===== config.mk =====
export PLATFORM = sky130hd
export DESIGN_NAME = frac_mul_unit
export DESIGN_NICKNAME = d
export VERILOG_FILES = /design/src/rtl/mulu_pkg.sv /design/src/rtl/mulu_signer.sv /design/src/rtl/mulu_core.sv /design/src/rtl/mulu_stage.sv /design/src/rtl/frac_mul_unit.sv
export SDC_FILE = /design/constraint.sdc
export NUM_CORES = 1
export LEC_CHECK = 0
export BUFFER_PORTS_ARGS = -buffer_cell sky130_fd_sc_hd__buf_2
export CAP_MARGIN = 20
export CORE_MARGIN = 2
export CORE_UTILIZATION = 60
export CTS_CLUSTER_DIAMETER = 120
export CTS_CLUSTER_SIZE = 24
export DETAILED_ROUTE_END_ITERATION = 8
export GPL_TIMING_DRIVEN = 0
export PLACE_DENSITY = 0.81
export SETUP_SLACK_MARGIN = 0.02
export SLEW_MARGIN = 40
export SYNTH_ARGS = -nofsm -noshare
export SYNTH_HDL_FRONTEND = slang
export SYNTH_SLANG_ARGS = --single-unit

===== constraint.sdc =====
create_clock -name clk -period 7.6 [get_ports clk]
set_input_delay 1.52 -clock clk [delete_from_list [all_inputs] [get_ports clk]]
set_output_delay 1.52 -clock clk [all_outputs]
set_load 0.01 [all_outputs]

===== src/rtl/mulu_pkg.sv =====
package mulu_pkg;
    localparam int OP_W   = 8;
    localparam int PROD_W = 2 * OP_W;

    typedef enum logic [1:0] {
        SGN_UU  = 2'b00,
        SGN_SS  = 2'b01,
        SGN_SU  = 2'b10,
        SGN_SU2 = 2'b11
    } sign_sel_e;

    typedef struct packed {
        logic      frac;
        sign_sel_e sgn;
    } mode_t;

    typedef struct packed {
        logic [PROD_W-1:0] word;
        logic              c;
        logic              z;
    } result_t;

    function automatic logic [OP_W:0] widen(input logic [OP_W-1:0] v, input logic sgn);
        return {sgn & v[OP_W-1], v};
    endfunction
endpackage


===== src/rtl/mulu_signer.sv =====
module mulu_signer
    import mulu_pkg::*;
#(
    parameter int W = OP_W
) (
    input  mode_t      mode,
    input  logic [W-1:0] a,
    input  logic [W-1:0] b,
    output logic [W:0]   ea,
    output logic [W:0]   eb
);
    logic a_signed;
    logic b_signed;

    always_comb begin
        a_signed = (mode.sgn != SGN_UU);
        b_signed = (mode.sgn == SGN_SS);
        ea = {a_signed & a[W-1], a};
        eb = {b_signed & b[W-1], b};
    end
endmodule


===== src/rtl/mulu_core.sv =====
module mulu_core
    import mulu_pkg::*;
#(
    parameter int W = OP_W
) (
    input  logic [W:0] ea,
    input  logic [W:0] eb,
    input  logic       frac,
    output result_t    res
);
    localparam int PW = 2 * W;
    localparam int FW = 2 * W + 2;

    logic signed [FW-1:0] full;
    logic [PW-1:0]        raw;

    always_comb begin
        full     = $signed(ea) * $signed(eb);
        raw      = full[PW-1:0];
        res.c    = raw[PW-1];
        res.z    = (raw == '0);
        res.word = frac ? {raw[PW-2:0], 1'b0} : raw;
    end

    always_comb begin

        if (frac) frac_lsb_clear_chk: assert (res.word[0] == 1'b0);

        if (!frac) int_carry_top_chk: assert (res.word[PW-1] == res.c);

        if (res.z) zero_word_chk: assert (res.word == '0);
    end
endmodule


===== src/rtl/mulu_stage.sv =====
module mulu_stage
    import mulu_pkg::*;
#(
    parameter bit REGISTERED = 1'b1
) (
    input  logic    clk,
    input  logic    rst,
    input  logic    start,
    input  result_t res_in,
    output logic    valid,
    output result_t res_out
);
    generate
        if (REGISTERED) begin : g_reg
            always_ff @(posedge clk) begin
                if (rst) begin
                    valid   <= 1'b0;
                    res_out <= '0;
                end else begin
                    valid <= start;
                    if (start) res_out <= res_in;
                end
            end


            valid_after_start_chk: assert property (@(posedge clk) disable iff (rst)
                start |=> valid);

            valid_needs_start_chk: assert property (@(posedge clk) disable iff (rst)
                !start |=> !valid);

            hold_between_starts_chk: assert property (@(posedge clk) disable iff (rst)
                !start |=> $stable(res_out));
        end else begin : g_comb
            always_comb begin
                valid   = start;
                res_out = res_in;
            end
        end
    endgenerate
endmodule


===== src/rtl/frac_mul_unit.sv =====
module frac_mul_unit
    import mulu_pkg::*;
#(
    parameter bit REGISTERED = 1'b1
) (
    input  logic            clk,
    input  logic            rst,
    input  logic            start,
    input  logic [2:0]      mode,
    input  logic [OP_W-1:0] op_a,
    input  logic [OP_W-1:0] op_b,
    output logic            valid,
    output logic [OP_W-1:0] prod_lo,
    output logic [OP_W-1:0] prod_hi,
    output logic            flag_c,
    output logic            flag_z
);
    mode_t       mode_s;
    logic [OP_W:0] ea;
    logic [OP_W:0] eb;
    result_t     res_comb;
    result_t     res_q;

    assign mode_s = mode_t'(mode);

    mulu_signer #(.W(OP_W)) u_signer (
        .mode (mode_s),
        .a    (op_a),
        .b    (op_b),
        .ea   (ea),
        .eb   (eb)
    );

    mulu_core #(.W(OP_W)) u_core (
        .ea   (ea),
        .eb   (eb),
        .frac (mode_s.frac),
        .res  (res_comb)
    );

    mulu_stage #(.REGISTERED(REGISTERED)) u_stage (
        .clk     (clk),
        .rst     (rst),
        .start   (start),
        .res_in  (res_comb),
        .valid   (valid),
        .res_out (res_q)
    );

    assign prod_lo = res_q.word[OP_W-1:0];
    assign prod_hi = res_q.word[PROD_W-1:OP_W];
    assign flag_c  = res_q.c;
    assign flag_z  = res_q.z;
endmodule


# --- After elaboration in Yosys (flattened, before gate mapping) ---
# Index checks and enable logic that the tools add are counted.
totals:
  reg_bits: 19
  word_cells: 11
  output_inout_bits: 19
  input_bits: 22
classes:
  muxes: 1
  mul: 1
  n_eq_ne: 1
  n_bitwise: 2
  n_reduce_logical: 2
ops:
  columns: ["op", "count"]
  rows:
  - ["logical NOT 16 bit", 1]
  - ["multiplier 9 x 9 -> 16 bit", 1]
  - ["two-way mux 16 bit", 1]
  - ["AND 1 bit", 2]
  - ["== test 2 x 1 -> 1 bit (second input constant)", 1]
  - ["nonzero test 2 bit", 1]

# --- Longest topological paths before layout ---
# Gate-level depths: netlist (run 1).
logic_depth:
  ltp_word: 4
  mapped_depth: 20
  mapped_depth_nobuf: 19

# --- Hierarchy ---
# A second synthesis (run 1) with hierarchy kept.
hier_totals:
  cells_unflattened: 426
  hier_area_um2: 3829.9
by_module_without_submodules:
  columns: ["module", "area_per_inst_um2", "seq_area_each_um2", "instances", "cells_each"]
  rows:
  - ["mulu_core", 3017.9, 0.0, 1, 348]
  - ["mulu_stage", 675.6, 380.4, 1, 60]
  - ["mulu_signer", 136.4, 0.0, 1, 18]

# --- Worst setup path before layout (run 1) ---
# OpenSTA, ideal clock, no wires.
synth_path:
  path_type: "in2reg"
  start: "in op_b[7]"
  end: "reg u_stage.res_out[17] in the netlist's numbering"
  setup_ps: 117
  t_required_ps: 7483
  cell_stages: 19
  arrival_time_ps: 6301
  n_path_buf: 0
  slack_ps: 1182
  path_cell_list: "nor2b_1 -> nand2_1 -> or2_2 -> fa_1 -> fa_1 -> inv_1 -> fa_1 -> fa_1 -> inv_1 -> fa_1 -> inv_1 -> ha_1 -> and3_1 -> a221oi_2 -> nand3_1 -> o211ai_2 -> xnor2_1 -> a21oi_1 -> a22o_1"
synth_via:
  elab_chain_cells: 3
synth_lines:
  columns: ["item", "line_no", "source"]
  rows:
  - ["start: declaration", "frac_mul_unit.sv:11", "input logic [OP_W-1:0] op_b,"]
  - ["AND 1 bit", "mulu_signer.sv:19", "eb = {b_signed & b[W-1], b};"]
  - ["multiplier 9 x 9 -> 16 bit (*)", "mulu_core.sv:18", "full = $signed(ea) * $signed(eb);"]
  - ["two-way mux 16 bit (*)", "mulu_core.sv:22", "res.word = frac ? {raw[PW-2:0], 1'b0} : raw;"]
  - ["end signal: assignment", "mulu_stage.sv:21", "if (start) res_out <= res_in;"]
  - ["end: declaration", "mulu_stage.sv:11", "output result_t res_out"]
# Mark *: on every way between the ends. The rest lies on a longest branch, timed or not.
# A chain may end at the register's enable or synchronous reset.

# --- Final worst setup path (run 1) ---
layout_path:
  start: "in op_a[7]"
  end: "reg u_stage.res_out[16] in the netlist's numbering"
layout_via:
  elab_chain_cells: 3
layout_lines:
  columns: ["item", "line_no", "source"]
  rows:
  - ["start: declaration", "frac_mul_unit.sv:10", "input logic [OP_W-1:0] op_a,"]
  - ["AND 1 bit", "mulu_signer.sv:18", "ea = {a_signed & a[W-1], a};"]
  - ["multiplier 9 x 9 -> 16 bit (*)", "mulu_core.sv:18", null]
  - ["two-way mux 16 bit (*)", "mulu_core.sv:22", null]
# Marks and branches as above.

==> results.cfg, run 1 <==
[status]
status = complete, no violations

[finish]
design_area_um2 = 3943
final_common_cell = inv_1
mostFrequentLayoutCells = inv_1 (84), fa_1 (63), nand2_1 (44), and2_1 (35), buf_2 (34)
finish.utilization_pct = 66.99
num-nets-final = 573
drive_gt1_share_pct = 10.35
area_delta_synth_final_pct = 8.356
nFillCells = 506
final-seq-area_um2 = 380.4
n_antenna_cell = 0
multiInputGateArea_um2 = 2878

[route]
wl_per_cell_um = 13.30
drtAntennaViolNets = 0
routed_wl_um = 7036
drc_errors = 0
vias = 2821
drt_first_pass_iters = 4
drt_first_iter_violations = 94
viasPerCell = 5.333

[power]
worst_ir_drop_vdd_mv = 0.2445
power_leakage_uw = 0.002054
power.density_nw_per_um2 = 321.7

[placement]
routabilityCongestion = 0.8250
io_buffers = 33
dp_hpwl_um = 6112
dpl_cell_area_um2 = 3897

[die]
io_pins = 41
fp.dieH_um = 81.87
initial_utilization_pct = 61.82
core_area_um2 = 5886
dieArea_um2 = 6703
rows = 28
die_width_um = 81.87

[synth]
syn_inst = 417
synth_cell_types = 44
yosys_warnings = 0
ys_ff_latch = 19
synthArstFlopShare_pct = 0
synth_top_area_share_pct = 34.66
synthTopCellsByArea = fa_1 (35%), ha_1 (11%), dfxtp_1 (10%)
syn_area_um2 = 3638
synth_top_cell_by_area = fa_1
synth_seq_area_share_pct = 10.45
syn_avg_cell_area_um2 = 8.725
synth_ff_type = dfxtp_1
syn-num-nets = 535
synth-edff-count = 0

[timing]
period_minus_slack_ns = 6.771
hold_violations = 0
maxSlewHeadroom_pct = 62.67
skew_ns = 0
setup_viol = 0
maxSlewViolCount = 0
period_share_pct = 89.09
worst_pin_slew_ns = 0.5600
clock.fmax_mhz = 147.7
rsz0062_at_grt = no
timing.setup.tns_ns = 0

[clocking]
cts_max_path_buffers = 2
clk_pin_slew_ns = 0.07
cts_hold_buf = 0
root_buffer = clkbuf_8
numCtsBuffers = 3
cts.sinks = 19
post-cts-setup-buffers = 0
htree_num_levels = 1
post_cts_resized = 0
clk_latency_ns = 0.26
cts_tree = built

[critical_path]
cp_max_fo = 10
cp.arrival_ns = 6.94
cp-start-kind = primary input
crit_chain = buf_2 -> clkbuf_1 -> o21a_1 -> nand2_1 -> fa_1 -> inv_1 -> fa_1 -> fa_1 -> fa_1 -> inv_1 -> fa_1 -> inv_1 -> ha_1 -> and3_1 -> a221oi_2 -> a21oi_1 -> nor2_1 -> xnor2_1 -> nand2_1 -> a311oi_1
cpMaxStageDelayCell = fa_1
crit_top_cell = fa_1
slowest_delay_ns = 0.55
critPathRequiredTime_ns = 7.77
path_class = primary input to register
cp-end-kind = register

[global_routing]
grt_use_met3_pct = 2.747
grt_pass1_wl_um = 12640
grt_pass1_vias = 2894
grt_use_met1_pct = 30.76
grt_use_met2_pct = 44.07
antenna_found_initial = 0
grt_util_all_layers_pct = 23.98
busiest_layer = met2
grt_max_degree = 11
overflow = 0

[flow_run]
maxCapViolations = 0

[min_path]
hp-class = register to register
## kinds of logic after synthesis
family / count (synthesis) / synth area share, %
flip-flops: 19 / 10.45
adder cells (fa/ha/maj): 96 / 46.01
XOR/XNOR: 17 / 4.092
AND/OR/NAND/NOR: 129 / 17.54
AO/OA/AOI/OAI: 47 / 9.250
buffers and inverters: 101 / 10.45
multiplexers: 8 / 2.201
## final cells by class
cell class                      instances  area share [%]
Multi-Input combinational cell        297           72.99
Clock buffer                            4           1.142
Buffer                                 17           1.650
Inverter                               84           7.997
Tap cell                               75           2.380
Timing Repair Buffer                   33           4.189
Sequential cell                        19           9.648
## final timing paths
path                        from                   to  slack, ns  depth (start not counted)
max                      op_a[7]  u_stage.res_out[16]       0.83                         20
min           u_stage.res_out[0]   u_stage.res_out[0]       0.46                          2
max reg2reg  u_stage.res_out[16]  u_stage.res_out[16]       6.84                          2
min reg2reg   u_stage.res_out[0]   u_stage.res_out[0]       0.46                          2
## critical path, delay by kind of cell
family / cells / cell delay (ns)
adder cells (fa/ha/maj): 6 / 2.90
XOR/XNOR: 1 / 0.18
buffers and inverters: 5 / 0.57
AO/OA/AOI/OAI: 4 / 1.15
AND/OR/NAND/NOR: 4 / 0.59
## flip-flops by register name, indices dropped and copies added, names as in the netlist
signal	count
u_stage.res_out	18
u_stage.valid	1
## per-stage QoR
stage | total power [µW] | instances | worst slack, ns | hold slack [ns]
global route | 1441 | 529 | 0.4073 | 0.4859
detailed placement | 1206 | 525 | 0.5766 | 0.4532
finish | 1268 | 529 | 0.8288 | 0.4617
global placement | 1171 | 525 | 0.6528 | 0.4490
floorplan | 990.6 | 417 | 1.182 | 0.4697
CTS | 1282 | 529 | 0.8401 | 0.4642
## cell usage after synthesis (2+ instances only)
| library cell | number |
|---|---|
| a21oi_1 | 12 |
| nor2_1 | 28 |
| clkbuf_1 | 14 |
| xnor2_1 | 11 |
| a311oi_1 | 2 |
| nand2_1 | 44 |
| nand3_1 | 4 |
| and2_1 | 35 |
| nand2b_1 | 3 |
| o21ai_0 | 5 |
| a21o_1 | 3 |
| a211oi_1 | 9 |
| o21a_1 | 2 |
| nor2b_1 | 3 |
| mux2i_1 | 8 |
| xor2_1 | 6 |
| buf_1 | 2 |
| dfxtp_1 | 19 |
| nand4_1 | 2 |
| nor3_1 | 2 |
| or2_2 | 2 |
| inv_1 | 84 |
| fa_1 | 63 |
| ha_1 | 33 |
| a31oi_1 | 2 |
## report_power, final
group	leakage, µW	internal (µW)	total [µW]	switching, µW
logic	0.00187	460	1060	598
clock network	0.0000228	37.3	71.1	33.7
registers	0.000157	127	140	12.4
total	0.00205	625	1270	644
## layer usage
layer	routed length, µm	up-vias
met4	102	0
met1	3010	1394
li1	-	1369
met2	3707	46
met5	0	-
met3	216	12
Power figures use the tool's default switching activity.
==> run 2, diff against run 1 <==
--- a/config.mk
+++ b/config.mk
@@ -7,9 +7,10 @@
 export LEC_CHECK = 0
 export BUFFER_PORTS_ARGS = -buffer_cell sky130_fd_sc_hd__buf_2
 export CAP_MARGIN = 20
+export CORE_ASPECT_RATIO = 1.5
 export CORE_MARGIN = 2
 export CORE_UTILIZATION = 60
-export CTS_CLUSTER_DIAMETER = 120
+export CTS_CLUSTER_DIAMETER = 40
 export CTS_CLUSTER_SIZE = 24
 export DETAILED_ROUTE_END_ITERATION = 8
 export GPL_TIMING_DRIVEN = 0
==> run 2 against run 1 <==
Net effect: sequential share of layout area about the same; largest cell class unchanged; hold slack lost 0.017 ns; total power decreased by 0.19%; clock power down 3%; combinational power about the same.
==> results.cfg, run 2 (synthesis results as in run 1) <==
[critical_path]
crit_buf_inv = 5
reg2reg_from = u_stage.res_out[3]
cp-start-kind = primary input
cp-end-kind = register
cp.arrival_ns = 6.97
ff2ff_path_depth = 2
path_class = primary input to register
cpMaxStageDelayCell = fa_1
crit_top_cell = fa_1
crit_chain = buf_2 -> clkbuf_1 -> o21a_1 -> nand2_1 -> fa_1 -> inv_1 -> fa_1 -> fa_1 -> fa_1 -> inv_1 -> fa_1 -> inv_1 -> ha_1 -> and3_1 -> a221oi_2 -> nand3_1 -> o211ai_2 -> xnor2_1 -> a21oi_1 -> a22o_1
crit_family = adder cells
r2r-end = u_stage.res_out[3]
slowest_delay_ns = 0.54
reg2reg_slack_ns = 6.89
critPathRequiredTime_ns = 7.75
cp_max_fo = 10

[finish]
final_common_cell = inv_1
area_delta_synth_final_pct = 8.253
top_register = u_stage.res_out
num-nets-final = 573
mostFrequentLayoutCells = inv_1 (84), fa_1 (63), nand2_1 (44), and2_1 (35), buf_2 (34)
largest_reg_flops = 18
drive_gt1_share_pct = 10.35
top_regs = u_stage.res_out (18), u_stage.valid (1)
n_antenna_cell = 0

[die]
fp.dieH_um = 99.38
io_pins = 41
core_area_um2 = 5828
rows = 34
initial_utilization_pct = 62.43
dieArea_um2 = 6716
die_width_um = 67.58

[timing]
clock.fmax_mhz = 146.7
timing.setup.tns_ns = 0
skew_ns = 0
maxSlewHeadroom_pct = 60.94
rsz0062_at_grt = no
worst_pin_slew_ns = 0.5858
maxSlewViolCount = 0
period_minus_slack_ns = 6.815
period_share_pct = 89.67
setup_viol = 0
hold_violations = 0

[route]
viasPerCell = 5.464
wl_per_cell_um = 13.59
routed_wl_um = 7147
drtAntennaViolNets = 0
vias = 2874
drt_first_pass_iters = 4
drc_errors = 0
drt_first_iter_violations = 94

[status]
status = complete, no violations

[power]
power_leakage_uw = 0.002054
total_power_uw = 1266
worst_ir_drop_vdd_mv = 0.1940
power.density_nw_per_um2 = 321.4

[clocking]
htree_num_levels = 1
post-cts-setup-buffers = 0
post_cts_resized = 0
clk_pin_slew_ns = 0.07
cts_hold_buf = 0
cts.sinks = 19
clk_latency_ns = 0.25
cts_max_path_buffers = 2
cts_tree = built
root_buffer = clkbuf_8
numCtsBuffers = 3

[global_routing]
grt_pass1_wl_um = 12700
grt_pass1_vias = 2969
grt_max_degree = 11
overflow = 0
antenna_found_initial = 0
grt_util_all_layers_pct = 24.24

[min_path]
hp-start = u_stage.res_out[0]
whs_path_depth = 2
hp-class = register to register
worst_hold_path.endpoint = u_stage.res_out[0]

[flow_run]
maxCapViolations = 0

[placement]
io_buffers = 33
routabilityCongestion = 0.8603
dp_hpwl_um = 6231
-- run 2: cell counts in the layout (fill, tap and decap cells not counted) --
No cell type changed its count.
-- run 2: worst max path at each step --
| stage | start | end | slack, ns | cells after the start |
|---|---|---|---|---|
| floorplan | op_b[7] | u_stage.res_out[17] | 1.18 | 19 |
| global placement | op_a[7] | u_stage.res_out[17] | 0.67 | 20 |
| detailed placement | op_a[7] | u_stage.res_out[17] | 0.54 | 20 |
| CTS | op_a[7] | u_stage.res_out[17] | 0.81 | 20 |
| global route | op_a[7] | u_stage.res_out[17] | 0.54 | 20 |
| finish | op_a[7] | u_stage.res_out[17] | 0.79 | 20 |
-- run 2: area by class of cell --
class / instances / area [µm²]
Tap cell: 72 / 90.09
Timing Repair Buffer: 33 / 165.2
Clock buffer: 4 / 45.04
Buffer: 17 / 65.06
Multi-Input combinational cell: 297 / 2878
Fill cell: 482 / 1889
Inverter: 84 / 315.3
Sequential cell: 19 / 380.4
-- run 2: metal layers --
metal / global-route usage [%] / wire [µm]
met5: 0 / 0
met4: 8.163 / 179
met3: 1.471 / 224
met2: 47.13 / 4094
met1: 26.45 / 2649
-- run 2: worst reg2reg max path: cells and delay by family (launching register included) --
kind            cells  cell delay [ns]
simple gates        1             0.04
flops               1             0.34
compound gates      1             0.24
-- run 2: where the power goes --
group          total [µW]  switching [µW]  internal [µW]  leakage [µW]
combinational        1060             596            461       0.00187
clock                69.1            31.9           37.2     0.0000228
sequential            139            11.9            127      0.000157
total                1270             640            626       0.00205
-- run 2: metrics by stage --
step	utilization (%)	instance area, µm²	hold slack [ns]	std cells	worst slack, ns
after floorplan	-	3638	0.4697	417	1.182
after global placement	66.81	3894	0.4381	522	0.6689
after detailed placement	66.81	3894	0.4366	522	0.5422
after CTS	67.58	3939	0.4459	526	0.8123
after global routing	67.58	3939	0.4893	526	0.5410
final	67.58	3939	0.4443	526	0.7850
==> run 3, diff against run 2 <==
--- a/config.mk
+++ b/config.mk
@@ -19,4 +19,5 @@
 export SLEW_MARGIN = 40
 export SYNTH_ARGS = -nofsm -noshare
 export SYNTH_HDL_FRONTEND = slang
+export SYNTH_HIERARCHICAL = 1
 export SYNTH_SLANG_ARGS = --single-unit
==> run 3 against run 2 <==
Net effect: setup slack better by 0.21 ns; sequential share of layout area is 0.35 points lower; area after synthesis is 5.3% higher; cell area is 3.8% higher; highest routed layer unchanged.
==> results.cfg, run 3 <==
[status]
status = complete, no violations

[synth]
syn_avg_cell_area_um2 = 8.990
synth_compound_area_share_pct = 5.782
syn-num-nets = 544
synthSimpleGateAreaFrac_pct = 16.86
synth_seq_area_share_pct = 9.931
synth_cell_types = 41
synth_top_cell_by_area = fa_1
yosys_warnings = 6
syn_area_um2 = 3830
synth_top_family_by_area = adder cells
synth_top_area_share_pct = 32.93
ys_ff_latch = 19
muxShareOfSynthArea_pct = 7.645
synth-edff-count = 0
netlist_top_cells_count = inv_1 (74), fa_1 (63), nand2_1 (54), ha_1 (33), and2_1 (30)
synthArstFlopShare_pct = 0
synth_ff_type = dfxtp_1
yosysMostFrequentCell = inv_1
synthAdderAreaFrac_pct = 43.71
syn_inst = 426
synthTopCellsByArea = fa_1 (33%), ha_1 (11%), dfxtp_1 (9.9%)
synth-xor-area-share_pct = 3.659

[clocking]
cts_tree = built
cts.sinks = 19
post-cts-setup-buffers = 0
htree_num_levels = 1
post_cts_resized = 0
cts_max_path_buffers = 2
clk_latency_ns = 0.25
cts_hold_buf = 0
numCtsBuffers = 3
clk_pin_slew_ns = 0.06
root_buffer = clkbuf_8

[critical_path]
crit_top_cell = fa_1
cpMaxStageDelayCell = fa_1
reg2reg_from = u_stage/res_out[14]
path_class = primary input to register
cp-end-kind = register
crit_chain = buf_2 -> and3b_1 -> or2b_1 -> fa_1 -> fa_1 -> inv_1 -> fa_1 -> fa_1 -> fa_1 -> ha_1 -> o21a_1 -> a21oi_1 -> a211oi_1 -> o21ai_0 -> a21oi_1 -> nor4b_2 -> mux2i_1 -> nor2_1
slowest_delay_ns = 0.59
r2r-end = u_stage/res_out[14]
cp_max_fo = 9
ff2ff_path_depth = 2
critPathRequiredTime_ns = 7.78
cp-start-kind = primary input
cp.arrival_ns = 6.79
reg2reg_slack_ns = 6.96

[power]
power_leakage_uw = 0.002182
pwr-share-seq_pct = 10.2
combPwrFrac_pct = 84.9
clock_power_share_pct = 4.9
worst_ir_drop_vdd_mv = 0.3336
power.density_nw_per_um2 = 324.9
internal-power_uw = 665.6
p_switching_uw = 662.5
swShare_pct = 49.89
total_power_uw = 1328

[route]
drc_errors = 0
wl_per_cell_um = 13.23
routed_wl_um = 6983
drt_first_pass_iters = 4
viasPerCell = 5.324
vias = 2811
drt_first_iter_violations = 89
drtAntennaViolNets = 0

[die]
fp.dieH_um = 101.9
core_area_um2 = 6175
rows = 35
initial_utilization_pct = 62.03
dieArea_um2 = 7052
io_pins = 41
die_width_um = 69.24

[timing]
setup_viol = 0
worst_pin_slew_ns = 0.5493
period_share_pct = 86.89
rsz0062_at_grt = no
maxSlewViolCount = 0
hold_violations = 0
clock.fmax_mhz = 151.4
timing.setup.tns_ns = 0
maxSlewHeadroom_pct = 63.38
skew_ns = 0
period_minus_slack_ns = 6.604

[min_path]
hp-class = register to register
whs_path_depth = 2
hp-start = u_stage/res_out[9]
worst_hold_path.endpoint = u_stage/res_out[9]

[finish]
top_register = u_stage/res_out
num-nets-final = 573
largest_reg_flops = 18
final_common_cell = inv_1
drive_gt1_share_pct = 13.00
nFillCells = 501
n_antenna_cell = 0
area_delta_synth_final_pct = 6.730
mostFrequentLayoutCells = inv_1 (74), fa_1 (63), nand2_1 (54), ha_1 (33), and2_1 (30)
top_regs = u_stage/res_out (18), u_stage/valid (1)

[placement]
dp_hpwl_um = 6086
routabilityCongestion = 0.8886
io_buffers = 24

[global_routing]
grt_pass1_wl_um = 12390
grt_util_all_layers_pct = 21.40
antenna_found_initial = 0
grt_pass1_vias = 2891
overflow = 0
grt_max_degree = 11

[flow_run]
maxCapViolations = 0
run 3: changes by cell type after synthesis, moves of 6 or more:
cell / change
buf_4: +16
inv_1: -10
mux2i_1: +13
nand2_1: +10
clkbuf_1: -8
mux2_2: +6
run 3: worst max path at each step:
| stage | start | to | slack [ns] | cells past startpoint |
|---|---|---|---|---|
| after floorplan | mode[1] | u_stage/res_out[0] | 1.39 | 17 |
| after global placement | mode[1] | u_stage/res_out[0] | 0.85 | 18 |
| after detailed placement | mode[1] | u_stage/res_out[0] | 0.79 | 18 |
| after CTS | mode[1] | u_stage/res_out[0] | 1.02 | 18 |
| after global routing | mode[1] | u_stage/res_out[0] | 0.60 | 18 |
| final | mode[1] | u_stage/res_out[0] | 1.0 | 18 |
run 3: kinds of logic after synthesis:
group | count (synthesis)
and+or+nand+nor | 130
buffers and inverters | 103
muxes | 28
xor gates and xnor gates | 16
AOI/OAI and AO/OA | 34
adders and majority gates | 96
DFF | 19
run 3: per-stage QoR:
step / utilization [%] / instance area, µm² / setup WS (ns) / hold slack [ns] / cells
floorplan: - / 3830 / 1.388 / 0.5312 / 426
global placement: 65.47 / 4043 / 0.8501 / 0.4738 / 524
detailed placement: 65.47 / 4043 / 0.7898 / 0.4803 / 524
CTS: 66.20 / 4088 / 1.015 / 0.4974 / 528
global route: 66.20 / 4088 / 0.5950 / 0.5269 / 528
finish: 66.20 / 4088 / 0.9961 / 0.4910 / 528
run 3: layer usage:
layer	global-route usage (%)	vias to the layer above	wire [µm]
met4	7.692	0	150
met3	1.085	13	186
met5	0	-	0
li1	-	1366	-
met2	41.94	49	3854
met1	24.63	1383	2791
run 3: worst max-delay path, delay by kind of cell:
kind                     cells  cell delay (ns)
AO/OA/AOI/OAI                5             1.03
multiplexers                 1             0.12
adder cells (fa/ha/maj)      6             2.86
AND/OR/NAND/NOR              4             1.09
buffers and inverters        2             0.16
run 3: cell type report:
| class | instances | area [µm²] | area share, % |
|---|---|---|---|
| multi-input cells | 304 | 2974 | 72.76 |
| flip-flops and latches | 19 | 380.4 | 9.305 |
| inverters | 74 | 277.8 | 6.795 |
| plain buffers | 29 | 197.7 | 4.836 |
| repair buffers | 24 | 120.1 | 2.938 |
| well taps | 74 | 92.59 | 2.265 |
| clock buffers | 4 | 45.04 | 1.102 |
run 3: power groups by stage:
stage                     clock (µW)  combinational [µW]  sequential [µW]
final                           65.5                1130              136
after global routing            71.6                1290              138
after CTS                       69.2                1130              136
after detailed placement           0                1120              137
after global placement             0                1090              136
after floorplan                    0                 899              149
